==> config.mk <==
export PLATFORM = sky130hd
export DESIGN_NAME = spi_burst_engine
export DESIGN_NICKNAME = d
export VERILOG_FILES = /design/src/rtl/spi_burst_pkg.sv /design/src/rtl/spi_burst_ctrl.sv /design/src/rtl/spi_burst_shift.sv /design/src/rtl/spi_burst_csgen.sv /design/src/rtl/spi_burst_engine.sv
export SDC_FILE = /design/constraint.sdc
export NUM_CORES = 1
export LEC_CHECK = 0
export ABC_AREA = 0
export BUFFER_PORTS_ARGS = -buffer_cell sky130_fd_sc_hd__buf_2
export CORE_ASPECT_RATIO = 1.2
export CORE_MARGIN = 4
export CORE_UTILIZATION = 35
export DETAILED_ROUTE_END_ITERATION = 10
export PLACE_DENSITY = 0.54
export SETUP_SLACK_MARGIN = 0.1
export SYNTH_ARGS = -nofsm -noshare
export SYNTH_HDL_FRONTEND = slang
export SYNTH_SLANG_ARGS = --single-unit
==> constraint.sdc <==
create_clock -name clk -period 2.35 [get_ports clk]
set_clock_uncertainty 0.05 [all_clocks]
set_input_delay 0.235 -clock clk [delete_from_list [all_inputs] [get_ports clk]]
set_output_delay 0.235 -clock clk [all_outputs]
set_load 0.01 [all_outputs]
==> src/rtl/spi_burst_pkg.sv <==
package spi_burst_pkg;
  typedef enum logic [2:0] {
    ST_IDLE,
    ST_FETCH,
    ST_LEAD,
    ST_SHIFT,
    ST_TRAIL
  } state_t;

  typedef struct packed {
    logic cpol;
    logic cpha;
    logic lsb_first;
    logic drop_rx;
  } mode_t;
endpackage

==> src/rtl/spi_burst_ctrl.sv <==
module spi_burst_ctrl
  import spi_burst_pkg::*;
#(
  parameter int CNT_W  = 24,
  parameter int WORD_W = 8,
  parameter int EDGE_W = 4
) (
  input  logic              clk,
  input  logic              rst_ni,
  input  logic              start_i,
  input  logic [CNT_W-1:0]  burst_len_i,
  input  logic [CNT_W-1:0]  tx_len_i,
  input  mode_t             mode_i,
  input  logic              tick_i,
  input  logic [WORD_W-1:0] txf_data_i,
  input  logic              txf_empty_i,
  output mode_t             mode_o,
  output logic              sclk_o,
  output logic [EDGE_W-1:0] edge_idx_o,
  output logic              shift_tick_o,
  output logic              load_o,
  output logic [WORD_W-1:0] load_data_o,
  output logic              txf_pop_o,
  output logic              rxf_push_o,
  output logic              done_o,
  output logic              busy_o
);
  localparam logic [EDGE_W-1:0] LAST_EDGE = EDGE_W'(2 * WORD_W - 1);
  localparam logic [CNT_W-1:0]  ONE       = CNT_W'(1);

  state_t            st_q, st_d;
  mode_t             mode_q, mode_d;
  logic              sclk_q, sclk_d;
  logic [EDGE_W-1:0] edge_q, edge_d;
  logic [CNT_W-1:0]  words_q, words_d;
  logic [CNT_W-1:0]  txleft_q, txleft_d;
  logic              first_q, first_d;
  logic              push_q, push_d;
  logic              done_q, done_d;
  logic              tx_due;
  logic              load_c, pop_c;

  assign tx_due = (txleft_q != '0);

  always_comb begin
    st_d     = st_q;
    mode_d   = mode_q;
    sclk_d   = sclk_q;
    edge_d   = edge_q;
    words_d  = words_q;
    txleft_d = txleft_q;
    first_d  = first_q;
    push_d   = 1'b0;
    done_d   = 1'b0;
    load_c   = 1'b0;
    pop_c    = 1'b0;
    case (st_q)
      ST_IDLE: begin
        sclk_d = mode_i.cpol;
        if (start_i) begin
          if (burst_len_i == '0) begin
            done_d = 1'b1;
          end else begin
            st_d     = ST_FETCH;
            mode_d   = mode_i;
            words_d  = burst_len_i;
            txleft_d = tx_len_i;
            first_d  = 1'b1;
          end
        end
      end
      ST_FETCH: begin
        if (!tx_due || !txf_empty_i) begin
          load_c = 1'b1;
          pop_c  = tx_due;
          if (tx_due) txleft_d = txleft_q - ONE;
          edge_d = '0;
          st_d   = first_q ? ST_LEAD : ST_SHIFT;
        end
      end
      ST_LEAD: begin
        if (tick_i) begin
          st_d    = ST_SHIFT;
          first_d = 1'b0;
        end
      end
      ST_SHIFT: begin
        if (tick_i) begin
          sclk_d = ~sclk_q;
          edge_d = edge_q + EDGE_W'(1);
          if (edge_q == LAST_EDGE) begin
            words_d = words_q - ONE;
            push_d  = ~mode_q.drop_rx;
            st_d    = (words_q == ONE) ? ST_TRAIL : ST_FETCH;
          end
        end
      end
      ST_TRAIL: begin
        if (tick_i) begin
          st_d   = ST_IDLE;
          done_d = 1'b1;
        end
      end
      default: st_d = ST_IDLE;
    endcase
  end

  always_ff @(posedge clk or negedge rst_ni) begin
    if (!rst_ni) begin
      st_q     <= ST_IDLE;
      mode_q   <= '0;
      sclk_q   <= 1'b0;
      edge_q   <= '0;
      words_q  <= '0;
      txleft_q <= '0;
      first_q  <= 1'b0;
      push_q   <= 1'b0;
      done_q   <= 1'b0;
    end else begin
      st_q     <= st_d;
      mode_q   <= mode_d;
      sclk_q   <= sclk_d;
      edge_q   <= edge_d;
      words_q  <= words_d;
      txleft_q <= txleft_d;
      first_q  <= first_d;
      push_q   <= push_d;
      done_q   <= done_d;
    end
  end

  assign mode_o       = mode_q;
  assign sclk_o       = sclk_q;
  assign edge_idx_o   = edge_q;
  assign shift_tick_o = (st_q == ST_SHIFT) && tick_i;
  assign load_o       = load_c;
  assign load_data_o  = tx_due ? txf_data_i : '0;
  assign txf_pop_o    = pop_c;
  assign rxf_push_o   = push_q;
  assign done_o       = done_q;
  assign busy_o       = (st_q != ST_IDLE);

  // completion is a single-cycle pulse
  p_done_single_r1: assert property (@(posedge clk) disable iff (!rst_ni)
    done_q |=> !done_q);
  // busy only ends together with the done pulse
  p_busy_end_r1: assert property (@(posedge clk) disable iff (!rst_ni)
    $fell(busy_o) |-> done_q);
  // while waiting for a word the serial clock rests at idle
  p_stall_idle_r7: assert property (@(posedge clk) disable iff (!rst_ni)
    (st_q == ST_FETCH) |-> (sclk_q == mode_q.cpol));
  // no push in discard mode
  p_push_keep_r6: assert property (@(posedge clk) disable iff (!rst_ni)
    rxf_push_o |-> !mode_q.drop_rx);
  // zero-length start completes at once
  p_zero_burst_r10: assert property (@(posedge clk) disable iff (!rst_ni)
    (st_q == ST_IDLE && start_i && burst_len_i == '0) |=> (done_q && st_q == ST_IDLE));
  // a start during a burst leaves the captured mode alone
  p_start_ignored_r11: assert property (@(posedge clk) disable iff (!rst_ni)
    (st_q == ST_SHIFT && start_i) |=> $stable(mode_q));
endmodule

==> src/rtl/spi_burst_shift.sv <==
module spi_burst_shift #(
  parameter int WORD_W = 8,
  parameter int EDGE_W = 4
) (
  input  logic              clk,
  input  logic              rst_ni,
  input  logic              load_i,
  input  logic [WORD_W-1:0] load_data_i,
  input  logic              shift_tick_i,
  input  logic [EDGE_W-1:0] edge_idx_i,
  input  logic              cpha_i,
  input  logic              lsb_first_i,
  input  logic              miso_i,
  output logic              mosi_o,
  output logic [WORD_W-1:0] rx_word_o
);
  logic [WORD_W-1:0] tx_q, tx_d;
  logic [WORD_W-1:0] rx_q, rx_d;
  logic              sample_edge;
  logic              advance_edge;

  // even edge index = leading edge; phase 0 samples there, phase 1 on trailing
  assign sample_edge  = ~edge_idx_i[0] ^ cpha_i;
  assign advance_edge = ~sample_edge && !(cpha_i && edge_idx_i == '0);

  always_comb begin
    tx_d = tx_q;
    rx_d = rx_q;
    if (load_i) begin
      tx_d = load_data_i;
    end else if (shift_tick_i && advance_edge) begin
      tx_d = lsb_first_i ? {1'b0, tx_q[WORD_W-1:1]} : {tx_q[WORD_W-2:0], 1'b0};
    end
    if (shift_tick_i && sample_edge) begin
      rx_d = lsb_first_i ? {miso_i, rx_q[WORD_W-1:1]} : {rx_q[WORD_W-2:0], miso_i};
    end
  end

  always_ff @(posedge clk or negedge rst_ni) begin
    if (!rst_ni) begin
      tx_q <= '0;
      rx_q <= '0;
    end else begin
      tx_q <= tx_d;
      rx_q <= rx_d;
    end
  end

  assign mosi_o    = lsb_first_i ? tx_q[0] : tx_q[WORD_W-1];
  assign rx_word_o = rx_q;

  // the output bit does not move on a sampling edge
  p_mosi_hold_r4: assert property (@(posedge clk) disable iff (!rst_ni)
    (shift_tick_i && sample_edge) |=> $stable(mosi_o));
endmodule

==> src/rtl/spi_burst_csgen.sv <==
module spi_burst_csgen #(
  parameter int NUM_CS = 4,
  parameter int IDX_W  = 2
) (
  input  logic              clk,
  input  logic              rst_ni,
  input  logic [IDX_W-1:0]  cs_sel_i,
  input  logic              manual_i,
  input  logic              level_i,
  input  logic              active_low_i,
  input  logic              auto_on_i,
  output logic [NUM_CS-1:0] cs_o
);
  logic [NUM_CS-1:0] active_vec;

  for (genvar g = 0; g < NUM_CS; g++) begin : g_line
    logic sel_here;
    assign sel_here = (cs_sel_i == IDX_W'(g));
    assign cs_o[g]  = !sel_here ? active_low_i :
                      manual_i  ? level_i :
                      auto_on_i ? ~active_low_i : active_low_i;
    assign active_vec[g] = cs_o[g] ^ active_low_i;
  end

  // at most one line is ever at its active level
  p_cs_onehot_r8: assert property (@(posedge clk) disable iff (!rst_ni)
    $onehot0(active_vec));
endmodule

==> src/rtl/spi_burst_engine.sv <==
module spi_burst_engine
  import spi_burst_pkg::*;
#(
  parameter int CNT_W    = 24,
  parameter int WORD_W   = 8,
  parameter int NUM_CS   = 4,
  localparam int CS_IDX_W = $clog2(NUM_CS),
  localparam int EDGE_W   = $clog2(2 * WORD_W)
) (
  input  logic                clk,
  input  logic                rst_n,
  input  logic                cfg_cpol,
  input  logic                cfg_cpha,
  input  logic                cfg_lsb_first,
  input  logic                cfg_drop_rx,
  input  logic [CS_IDX_W-1:0] cfg_cs_sel,
  input  logic                cfg_cs_manual,
  input  logic                cfg_cs_level,
  input  logic                cfg_cs_active_low,
  input  logic [CNT_W-1:0]    burst_len,
  input  logic [CNT_W-1:0]    tx_len,
  input  logic                start_wr,
  output logic                busy,
  output logic                done,
  input  logic                sclk_tick,
  input  logic [WORD_W-1:0]   txf_data,
  input  logic                txf_empty,
  output logic                txf_pop,
  output logic [WORD_W-1:0]   rxf_data,
  output logic                rxf_push,
  output logic                sclk,
  output logic                mosi,
  input  logic                miso,
  output logic [NUM_CS-1:0]   spi_cs
);
  logic [1:0]        rst_sync_q;
  logic              rst_ni;
  mode_t             mode_in, mode_run;
  logic [EDGE_W-1:0] edge_idx;
  logic              shift_tick;
  logic              load;
  logic [WORD_W-1:0] load_data;

  always_ff @(posedge clk or negedge rst_n) begin
    if (!rst_n) rst_sync_q <= '0;
    else        rst_sync_q <= {rst_sync_q[0], 1'b1};
  end
  assign rst_ni = rst_sync_q[1];

  assign mode_in = '{cpol: cfg_cpol, cpha: cfg_cpha,
                     lsb_first: cfg_lsb_first, drop_rx: cfg_drop_rx};

  spi_burst_ctrl #(.CNT_W(CNT_W), .WORD_W(WORD_W), .EDGE_W(EDGE_W)) u_ctrl (
    .clk          (clk),
    .rst_ni       (rst_ni),
    .start_i      (start_wr),
    .burst_len_i  (burst_len),
    .tx_len_i     (tx_len),
    .mode_i       (mode_in),
    .tick_i       (sclk_tick),
    .txf_data_i   (txf_data),
    .txf_empty_i  (txf_empty),
    .mode_o       (mode_run),
    .sclk_o       (sclk),
    .edge_idx_o   (edge_idx),
    .shift_tick_o (shift_tick),
    .load_o       (load),
    .load_data_o  (load_data),
    .txf_pop_o    (txf_pop),
    .rxf_push_o   (rxf_push),
    .done_o       (done),
    .busy_o       (busy)
  );

  spi_burst_shift #(.WORD_W(WORD_W), .EDGE_W(EDGE_W)) u_shift (
    .clk          (clk),
    .rst_ni       (rst_ni),
    .load_i       (load),
    .load_data_i  (load_data),
    .shift_tick_i (shift_tick),
    .edge_idx_i   (edge_idx),
    .cpha_i       (mode_run.cpha),
    .lsb_first_i  (mode_run.lsb_first),
    .miso_i       (miso),
    .mosi_o       (mosi),
    .rx_word_o    (rxf_data)
  );

  spi_burst_csgen #(.NUM_CS(NUM_CS), .IDX_W(CS_IDX_W)) u_cs (
    .clk          (clk),
    .rst_ni       (rst_ni),
    .cs_sel_i     (cfg_cs_sel),
    .manual_i     (cfg_cs_manual),
    .level_i      (cfg_cs_level),
    .active_low_i (cfg_cs_active_low),
    .auto_on_i    (busy),
    .cs_o         (spi_cs)
  );
endmodule

==> impl_results.md, run 1 <==
* Outcome: finished with violations
* Failing checks: setup timing
* Tmin final at 2.67 ns
* Clock Power Share at 20.1%
* Count of final setup violators at 37
* Residual DRC count at 0
* Wire per inst at 16.5 um
* Post-synthesis sequential area ratio at 42.2%
* Reg2Reg Setup Slack at -0.32 ns
* Sink Count at 80
* R2R cell count at 7
* Post-synth EDFFs at 0
* Switch share at 40.3%
* Fin Hold WS at 0.0666 ns
* Worst-skew pair later-pin latency at 0.34 ns
* Critical Path AT at 2.82 ns
* Die width at 114 um
* Clk slew on worst S/H paths at 0.06 ns
* # diodes at 0
* Ys async rst share at 100%
* Synth cell types at 53
* Seq pwr share at 28.9%
* Die height at 136 um
* Layout cells sized above 1 at 37.1%
* DR vias/cell at 5.49
* Routability cong. at 0.842
* Tot Pwr at 9.08 mW
* Fin util at 51.6%
* Storage element area at 0.00201 sq mm
* Final WL at 14900 um
* Dpl cell area at 0.00591 sq mm
* Max clock buf depth at 2
* Worst-Margin Slew at 1.07 ns
* Design area at 0.00683 sq mm
* Post-route ant nets at 0
* IO Port Bufs at 88
* CTS tree: built
* Slew Limit Fails at 0
* Area leader, netlist: dfrtp_1
* Crit path max fanout at 3
* Synth warn at 0
* MaxCap Viol Count at 0
* Number of global-route vias before repair at 5019
* Top FF cell, synth: dfrtp_1
* Global route overflow at 0
* Synth top area cells: dfrtp_1 42%, o21ai_0 6.9%, a21oi_1 6.2%, nor2_1 5.9%, nand2_1 3.8%
* Synthesized area per cell at 8.33 sq um
* Antenna violations before repair at 1
* P per Cell Area at 1330 mW/mm^2
* DR iter-0 viols at 318
* Area of the multi-input gates at 0.00294 sq mm
* Psw at 3.66 mW
* CP Capture Type: register
* Initial core utilization at 35.9%
* Area growth syn-to-layout at 43.9%
* Netlist Area Pre-Place at 0.00475 sq mm
* Core area at 0.0132 sq mm
* Worst VDD drop at 0.553 mV
* # rows at 46
* CTS H-tree depth at 3
* Root Driver: clkbuf_16
* Syn nets at 647
* Synth top area share at 42.2%
* Crit path launch type: register
* Dpl hpwl at 10100 um
* Combinational share of power at 50.9%
* I/O pins at 89
* Worst hold path depth at 2
* Die area at 0.0155 sq mm
* Routed vias at 4959
* Final setup margin at -0.318 ns
* P_leak at 2.88 nW
* Cells after Synth at 570
* Worst hold-check path type: input pin to register
* Worst slew margin at 28.4%
* Nets@finish at 807
* Fin. Hold Viols at 0
* CP required at 2.51 ns
* Total global-route track usage at 19.2%
* Drt first pass iters at 4
* Fill cells at 1249
* CTS buffer count at 9
* Crit share post-route at 114%
* Largest net degree at the start of global routing at 39
* First-pass GRT wire length at 24100 um
* RSZ-0062 raised after global routing: yes
* Max Clk Rate at 375 MHz
* CP Class: register to register
* Synth Register Bits at 80
* P_int at 5.42 mW
per-layer routing:
layer	vias to the layer above	global-route usage [%]	part of all wire, %	routed length (um)
met1	2357	23.3	41	6130
met5	-	0	0.047	7
met4	2	7.33	2.1	313
met2	137	33.1	51	7640
met3	29	4.24	5.2	768
li1	2434	-	-	-
cell usage in the layout, fill, tap and decap left out, drive strengths merged, types with 6 or more instances in the layout:
master,synthesis,layout
a21oi,59,59
a22oi,12,12
a2bb2oi,14,14
a31oi,7,7
buf,6,177
clkbuf,24,10
dfrtp,80,80
ha,6,6
inv,13,13
mux2,11,11
mux2i,10,10
nand2,48,48
nand3,16,16
nand4,6,6
nor2,75,75
nor3,25,25
nor4,16,16
o21ai,68,68
o2bb2ai,10,10
metrics by stage:
| step | TNS [ns] | cells | worst slack (ns) |
|---|---|---|---|
| after floorplan | -0.892 | 570 | -0.0812 |
| after global placement | -2.77 | 867 | -0.134 |
| after detailed placement | -4.89 | 867 | -0.202 |
| after CTS | -2.95 | 898 | -0.205 |
| after global routing | -7.45 | 903 | -0.372 |
| final | -4.59 | 903 | -0.318 |
path summary, 6_finish.rpt:
kind | start | end
max | u_ctrl.txleft_q[14] | u_ctrl.txleft_q[22]
min | cfg_drop_rx | u_ctrl.mode_o[0]
max reg2reg | u_ctrl.txleft_q[14] | u_ctrl.txleft_q[22]
min reg2reg | rst_sync_q[1] | u_ctrl.words_q[18]
max in group asynchronous | rst_sync_q[1] | u_ctrl.txleft_q[23]
min in group asynchronous | rst_n | rst_sync_q[1]
power by group through the flow:
stage	clock network [mW]	registers (mW)	logic [mW]
detailed placement	0	2.58	3.97
global placement	0	2.56	3.88
floorplan	0	2.51	2.54
CTS	1.89	2.58	4.28
finish	1.83	2.63	4.63
global route	1.93	2.71	5.12
sequential cells by signal (all words and copies together) (netlist names):
register           cells
u_ctrl.st_q            3
u_shift.rx_word_o      8
u_ctrl.mode_o          3
u_ctrl.first_q         1
u_shift.tx_q           8
u_ctrl.done_o          1
u_ctrl.txleft_q       24
u_ctrl.edge_idx_o      4
u_ctrl.words_q        24
u_ctrl.rxf_push_o      1
rst_sync_q             2
u_ctrl.sclk_o          1
cell type report:
| cell class | count | area share [%] |
|---|---|---|
| timing repair buffer | 178 | 18.1 |
| clock buffer | 10 | 3.35 |
| multi-input combinational | 448 | 43.1 |
| tap | 168 | 3.08 |
| inverter | 13 | 0.714 |
| clock inverter | 6 | 2.27 |
| sequential | 80 | 29.4 |
logic make-up (layout without fill, tap and decap cells):
| logic type | Yosys count | after routing | synth area share, % |
|---|---|---|---|
| adders and majority gates | 6 | 6 | 1.58 |
| buffers and inverters | 43 | 207 | 3.59 |
| AOI/OAI and AO/OA | 202 | 203 | 26.0 |
| other | 1 | 1 | 0.0790 |
| DFF | 80 | 80 | 42.2 |
| muxes | 21 | 21 | 4.72 |
| xor gates and xnor gates | 3 | 3 | 0.554 |
| and+or+nand+nor | 214 | 214 | 21.2 |
cells in the mapped netlist (12+ instances only):
| library cell | count |
|---|---|
| dfrtp_1 | 80 |
| nor2_1 | 75 |
| o21ai_0 | 65 |
| a21oi_1 | 59 |
| nand2_1 | 48 |
| nor3_1 | 25 |
| clkbuf_1 | 24 |
| nand3_1 | 16 |
| nor4_1 | 16 |
| a2bb2oi_1 | 14 |
| inv_1 | 13 |
| a22oi_1 | 12 |
what timing repair did:
action / CTS / global route
buffers inserted: 12 / 8
hold endpoints to repair: 2 / 0
endpoints found under the setup margin: 45 / 45
pin swaps: 11 / 20
cloned: 2 / 0
hold buffers: 1 / 0
resized for setup: 45 / 57
critical path: stages (launching register included):
cell and delay [ns]:
dfrtp_1 0.38, or4_4 0.53, or4b_4 0.59, buf_6 0.15, or3_4 0.33, or3_4 0.34
o21ai_2 0.07, a21oi_1 0.09
Note: power is estimated with default switching activity, not from simulation.
==> run 2, diff against run 1 <==
--- a/config.mk
+++ b/config.mk
@@ -9,9 +9,9 @@
 export BUFFER_PORTS_ARGS = -buffer_cell sky130_fd_sc_hd__buf_2
 export CORE_ASPECT_RATIO = 1.2
 export CORE_MARGIN = 4
-export CORE_UTILIZATION = 35
+export CORE_UTILIZATION = 40
 export DETAILED_ROUTE_END_ITERATION = 10
-export PLACE_DENSITY = 0.54
+export PLACE_DENSITY = 0.6
 export SETUP_SLACK_MARGIN = 0.1
 export SYNTH_ARGS = -nofsm -noshare
 export SYNTH_HDL_FRONTEND = slang
==> impl_results.md, run 2 (synthesized netlist as in run 1, its figures left out) <==
* Outcome: finished with violations
* Failing checks: setup timing
* CTS tree: built
* Dpl hpwl at 9730 um (-3.7%)
* Fin Hold WS at 0.0742 ns (+0.00754 ns)
* Core area at 0.0116 sq mm (-13%)
* Area growth syn-to-layout at 38.1%
* CP Class: register to output pin
* Routed vias at 4903 (-1.1%)
* Number of instances in the placed design at 841 (-3.0%)
* Fill cells at 1069 (-14%)
* Largest net degree at the start of global routing at 79 (+100%)
* Count of final setup violators at 31 (-16%)
* Worst VDD drop at 0.552 mV (-0.11%)
* Root Driver: clkbuf_16
* Final setup margin at -0.187 ns (+0.130 ns)
* Crit share post-route at 108% (-5.5 points)
* Max Clk Rate at 394 MHz (+5.1%)
* # diodes at 0 (unchanged)
* Layout cells sized above 1 at 35.0% (-2.1 points)
* MaxCap Viol Count at 0 (unchanged)
* Antenna violations before repair at 1 (unchanged)
* Wire per inst at 16.1 um (-2.2%)
* Post-route ant nets at 0 (unchanged)
* # rows at 43 (-6.5%)
* CP Capture Type: output pin
* IO Port Bufs at 88 (unchanged)
* Total global-route track usage at 20.7% (+1.5 points)
* Slew Limit Fails at 0 (unchanged)
* Die height at 127 um (-6.1%)
* Worst-skew pair later-pin latency at 0.34 ns (about the same)
* Crit path max fanout at 4 (+1)
* Top Registers: u_ctrl.txleft_q (24), u_ctrl.words_q (24)
* Worst hold-check path type: input pin to register
* DR vias/cell at 5.63 (+2.5%)
* Drt first pass iters at 5 (+1)
* CTS buffer count at 9 (unchanged)
* Die width at 107 um (-6.0%)
* Worst slew margin at 25.4% (-3.0 points)
* CP max stage cell: or4_4
* Most common cell after layout, fill and taps aside: buf_2
* Tmin final at 2.54 ns (-0.130 ns)
* Clk slew on worst S/H paths at 0.07 ns (about the same)
* Die area at 0.0137 sq mm (-12%)
* Fin cells at 871 (-3.5%)
* Fin. Hold Viols at 0 (unchanged)
* Tot Pwr at 8.63 mW (-5.1%)
* Critical Path AT at 2.25 ns (-0.57 ns)
* DR iter-0 viols at 243 (-24%)
* Sink Count at 80 (unchanged)
* Cell Chain, Critical Path: or4_4, or4b_4, nor2_4, buf_6, nor3_4, buf_2
* Crit-path max cell delay at 0.54 ns (-0.05 ns)
* P_leak at 2.73 nW (-5.0%)
* Nets@finish at 786 (-2.6%)
* Global route overflow at 0 (unchanged)
* RSZ-0062 raised after global routing: yes
* Routability cong. at 0.883 (+4.8%)
* Final WL at 14000 um (-5.7%)
* Initial core utilization at 41.0% (+5.2 points)
* I/O pins at 89 (unchanged)
* Worst-Margin Slew at 1.11 ns (+0.0445 ns)
* CTS H-tree depth at 3 (unchanged)
* CP required at 2.07 ns (-0.44 ns)
* Crit path launch type: register
* Most frequent cells in the layout: 88 x buf_2, 77 x dfrtp_1, 71 x nor2_1
* Residual DRC count at 0 (unchanged)
* Max clock buf depth at 2 (unchanged)
* P per Cell Area at 1320 mW/mm^2 (-1.0%)
* First-pass GRT wire length at 23000 um (-4.2%)
* Number of global-route vias before repair at 4810 (-4.2%)
## run 2: cell types whose count changed in the layout (fill, tap and decap cells not counted), sizes merged
cell	before	now
inv	13	14
nand2	48	49
clkinv	1	2
clkinvlp	0	1
buf	177	156
bufinv	5	2
o31ai	3	2
## run 2: critical path, delay by kind of cell, from the launching register on
family | cells | cell delay (ns)
AND/OR/NAND/NOR | 4 | 1.25
buffers and inverters | 2 | 0.27
flip-flops | 1 | 0.39
## run 2: layout make-up
type                            instances  area [sq um]  area share [%]
Clock buffer                           10           239            3.65
Inverter                               13          48.8           0.745
Tap cell                              157           196            3.00
Clock inverter                          6          90.1            1.37
Timing Repair Buffer                  157          1060            16.2
Sequential cell                        80          2010            30.6
Multi-Input combinational cell        448          2910            44.4
## run 2: repair_timing
item	CTS	global route
gates cloned	3	1
setup buffers	7	4
gates resized for setup	53	41
endpoints found under the hold margin	2	0
pin swaps	6	17
setup endpoints to repair	44	47
hold buffers	1	0
## run 2: metrics by stage
stage / utilization [%] / setup TNS, ns / cell area [sq um] / setup WS (ns)
after detailed placement: 50.0 / -2.08 / 5780 / -0.145
after global placement: 50.0 / -1.12 / 5780 / -0.0957
after CTS: 55.4 / -2.22 / 6410 / -0.155
final: 56.7 / -2.06 / 6550 / -0.187
after floorplan: - / -0.892 / 4790 / -0.0812
after global routing: 56.7 / -4.49 / 6550 / -0.238
## run 2: path summary, 6_finish.rpt
path / from / to / slack (ns) / cells past startpoint
worst max-delay path: u_ctrl.txleft_q[15] / txf_pop / -0.19 / 6
worst min-delay path: cfg_cpha / u_ctrl.mode_o[2] / 0.07 / 2
worst max register to register: u_ctrl.txleft_q[15] / u_ctrl.st_q[0] / -0.16 / 7
worst min register to register: rst_sync_q[1] / u_shift.rx_word_o[0] / 0.29 / 1
max in group asynchronous: rst_sync_q[1] / u_ctrl.words_q[8] / 1.60 / 1
min in group asynchronous: rst_n / rst_sync_q[1] / 0.16 / 2
## run 2: per-layer routing
layer	routed length, um	GRT usage, %	up-vias
met4	271	7.06	2
met5	16	0	-
li1	-	-	2386
met2	7360	35.9	127
met3	552	3.03	23
met1	5830	26.4	2365
## run 2: power by group
group	internal, mW	switching (mW)
clock network	0.963	0.587
logic	2.06	2.34
registers	2.01	0.666
==> run 3, diff against run 2 <==
--- a/config.mk
+++ b/config.mk
@@ -10,6 +10,7 @@
 export CORE_ASPECT_RATIO = 1.2
 export CORE_MARGIN = 4
 export CORE_UTILIZATION = 40
+export CTS_BUF_LIST = sky130_fd_sc_hd__clkbuf_4 sky130_fd_sc_hd__clkbuf_8
 export DETAILED_ROUTE_END_ITERATION = 10
 export PLACE_DENSITY = 0.6
 export SETUP_SLACK_MARGIN = 0.1
==> impl_results.md, run 3 (synthesized netlist as in run 1, its figures left out) <==
* Outcome: finished with violations
* Failing checks: setup timing
* Drt first pass iters at 5 (unchanged)
* Root Driver: clkbuf_8
* Worst-skew pair later-pin latency at 0.36 ns (+0.02 ns)
* CP Class: register to output pin
* Area growth syn-to-layout at 34.7%
* Routability cong. at 0.883 (unchanged)
* # diodes at 0 (unchanged)
* Die area at 0.0137 sq mm (unchanged)
* Seq pwr share at 32.6% (+1.6 points)
* Most frequent cells in the layout: 89 x buf_2, 77 x dfrtp_1, 74 x nor2_1
* Die width at 107 um (unchanged)
* Worst-Margin Slew at 1.01 ns (-0.104 ns)
* Crit path launch type: register
* Worst VDD drop at 0.517 mV (-6.4%)
* RSZ-0062 raised after global routing: yes
* Wire per inst at 16.0 um (-0.79%)
* Number of global-route vias before repair at 4788 (-0.46%)
* Fill cells at 1096 (+2.5%)
* Most common cell after layout, fill and taps aside: buf_2
* Fin Hold WS at 0.0456 ns (-0.0286 ns)
* Fin. Hold Viols at 0 (unchanged)
* Worst hold-check path type: input pin to register
* Global route overflow at 0 (unchanged)
* Psw at 3.48 mW (-3.3%)
* P_leak at 2.69 nW (-1.6%)
* Number of instances in the placed design at 841 (unchanged)
* Tmin final at 2.53 ns (-0.00941 ns)
* Count of final setup violators at 38 (+23%)
* Crit share post-route at 108% (-0.40 points)
* CP required at 2.07 ns (about the same)
* CTS tree: built
* Clock Power Share at 14.5% (-3.5 points)
* Nets@finish at 790 (+0.51%)
* DR iter-0 viols at 235 (-3.3%)
* P_int at 4.66 mW (-7.2%)
* Initial core utilization at 41.0% (unchanged)
* # rows at 43 (unchanged)
* Place WS at -0.145 ns (unchanged)
* Residual DRC count at 0 (unchanged)
* Die height at 127 um (unchanged)
* Sink Count at 80 (unchanged)
* Top Registers: u_ctrl.txleft_q (24), u_ctrl.words_q (24)
* Post-route ant nets at 0 (unchanged)
* Max clock buf depth at 2 (unchanged)
* Critical Path AT at 2.24 ns (about the same)
* IO Port Bufs at 88 (unchanged)
* Tot Pwr at 8.14 mW (-5.6%)
* Fin util at 55.3% (-1.4 points)
* Combinational share of power at 52.9% (+1.9 points)
* CTS buffer count at 9 (unchanged)
* Layout cells sized above 1 at 33.1% (-1.9 points)
* Largest net degree at the start of global routing at 79 (unchanged)
* Final setup margin at -0.178 ns (+0.00940 ns)
* P per Cell Area at 1270 mW/mm^2 (-3.2%)
* MaxCap Viol Count at 0 (unchanged)
* Worst slew margin at 32.4% (+7.0 points)
* Total global-route track usage at 20.6% (-0.17 points)
* Crit path max fanout at 4 (unchanged)
* Final WL at 14000 um (-0.34%)
* Antenna violations before repair at 1 (unchanged)
* Fin cells at 875 (+0.46%)
* I/O pins at 89 (unchanged)
* CTS H-tree depth at 3 (unchanged)
* Dpl hpwl at 9730 um (unchanged)
* Routed vias at 4903 (unchanged)
* First-pass GRT wire length at 22800 um (-0.90%)
* Core area at 0.0116 sq mm (unchanged)
* Clk slew on worst S/H paths at 0.09 ns (+0.02 ns)
* Slew Limit Fails at 0 (unchanged)
* Switch share at 42.7% (+1.0 points)
* DR vias/cell at 5.60 (-0.46%)
* Max Clk Rate at 396 MHz (+0.37%)
* CP Capture Type: output pin
run 3: cell count changes in the layout (fill, tap and decap cells not counted), moves of 2 or more:
cell	change
clkbuf_16	-9
clkbuf_8	+9
o21ai_2	-8
buf_4	+5
o21ai_1	+5
a21oi_1	+4
a21oi_2	-4
nor2_1	+3
nor2_4	-3
o21ai_0	+3
buf_6	-2
run 3: cell type report:
| type | instances | area [sq um] | area share [%] |
|---|---|---|---|
| inverter | 13 | 48.8 | 0.764 |
| clock inverter | 6 | 90.1 | 1.41 |
| timing repair buffer | 161 | 1080 | 16.9 |
| clock buffer | 10 | 138 | 2.15 |
| multi-input combinational | 448 | 2830 | 44.3 |
| sequential | 80 | 2010 | 31.4 |
| tap | 157 | 196 | 3.07 |
run 3: power groups by stage:
| stage | Clock (mW) | Combinational [mW] | Sequential, mW |
|---|---|---|---|
| 2_1_floorplan | 0 | 2.54 | 2.51 |
| 3_3_place_gp | 0 | 3.65 | 2.61 |
| 3_5_place_dp | 0 | 3.78 | 2.64 |
| 4_1_cts | 1.20 | 4.20 | 2.64 |
| 5_1_grt | 1.26 | 4.80 | 2.74 |
| 6_report | 1.18 | 4.31 | 2.65 |
run 3: final timing paths:
kind / end / from / slack, ns / cells after the start
hold / removal: u_ctrl.mode_o[2] / cfg_cpha / 0.05 / 2
min in group asynchronous: rst_sync_q[1] / rst_n / 0.13 / 2
max in group asynchronous: u_ctrl.words_q[11] / rst_sync_q[1] / 1.60 / 1
setup reg to reg: u_ctrl.st_q[0] / u_ctrl.txleft_q[16] / -0.17 / 7
setup / recovery: txf_pop / u_ctrl.txleft_q[16] / -0.18 / 6
hold reg to reg: u_shift.rx_word_o[0] / rst_sync_q[1] / 0.29 / 1
run 3: per-layer routing:
metal  up-vias  track usage (%)  share of wire, %
met4         2             4.98               1.4
met1      2379             26.1                42
li1       2387                -                 -
met5         -                0             0.093
met3        17             3.99               4.5
met2       118             36.1                52
run 3: stage by stage:
| step | area [sq um] | TNS [ns] |
|---|---|---|
| 3_5_place_dp | 5780 | -2.08 |
| 2_1_floorplan | 4790 | -0.892 |
| 6_report | 6390 | -2.65 |
| 3_3_place_gp | 5780 | -1.12 |
| 5_1_grt | 6390 | -5.90 |
| 4_1_cts | 6300 | -1.95 |
run 3: repair_timing:
action	in CTS	in global routing
buffers inserted	7	7
setup endpoints to repair	45	47
hold endpoints to repair	2	0
gates cloned	3	2
resized for setup	53	16
pin swaps	5	4
hold buffers	1	0
run 3: worst max-delay path: stages, from the launching register on:
cell,delay (ns)
dfrtp_1,0.39
or4_4,0.54
or4b_4,0.54
nor2_4,0.12
buf_6,0.12
nor3_4,0.04
buf_2,0.15
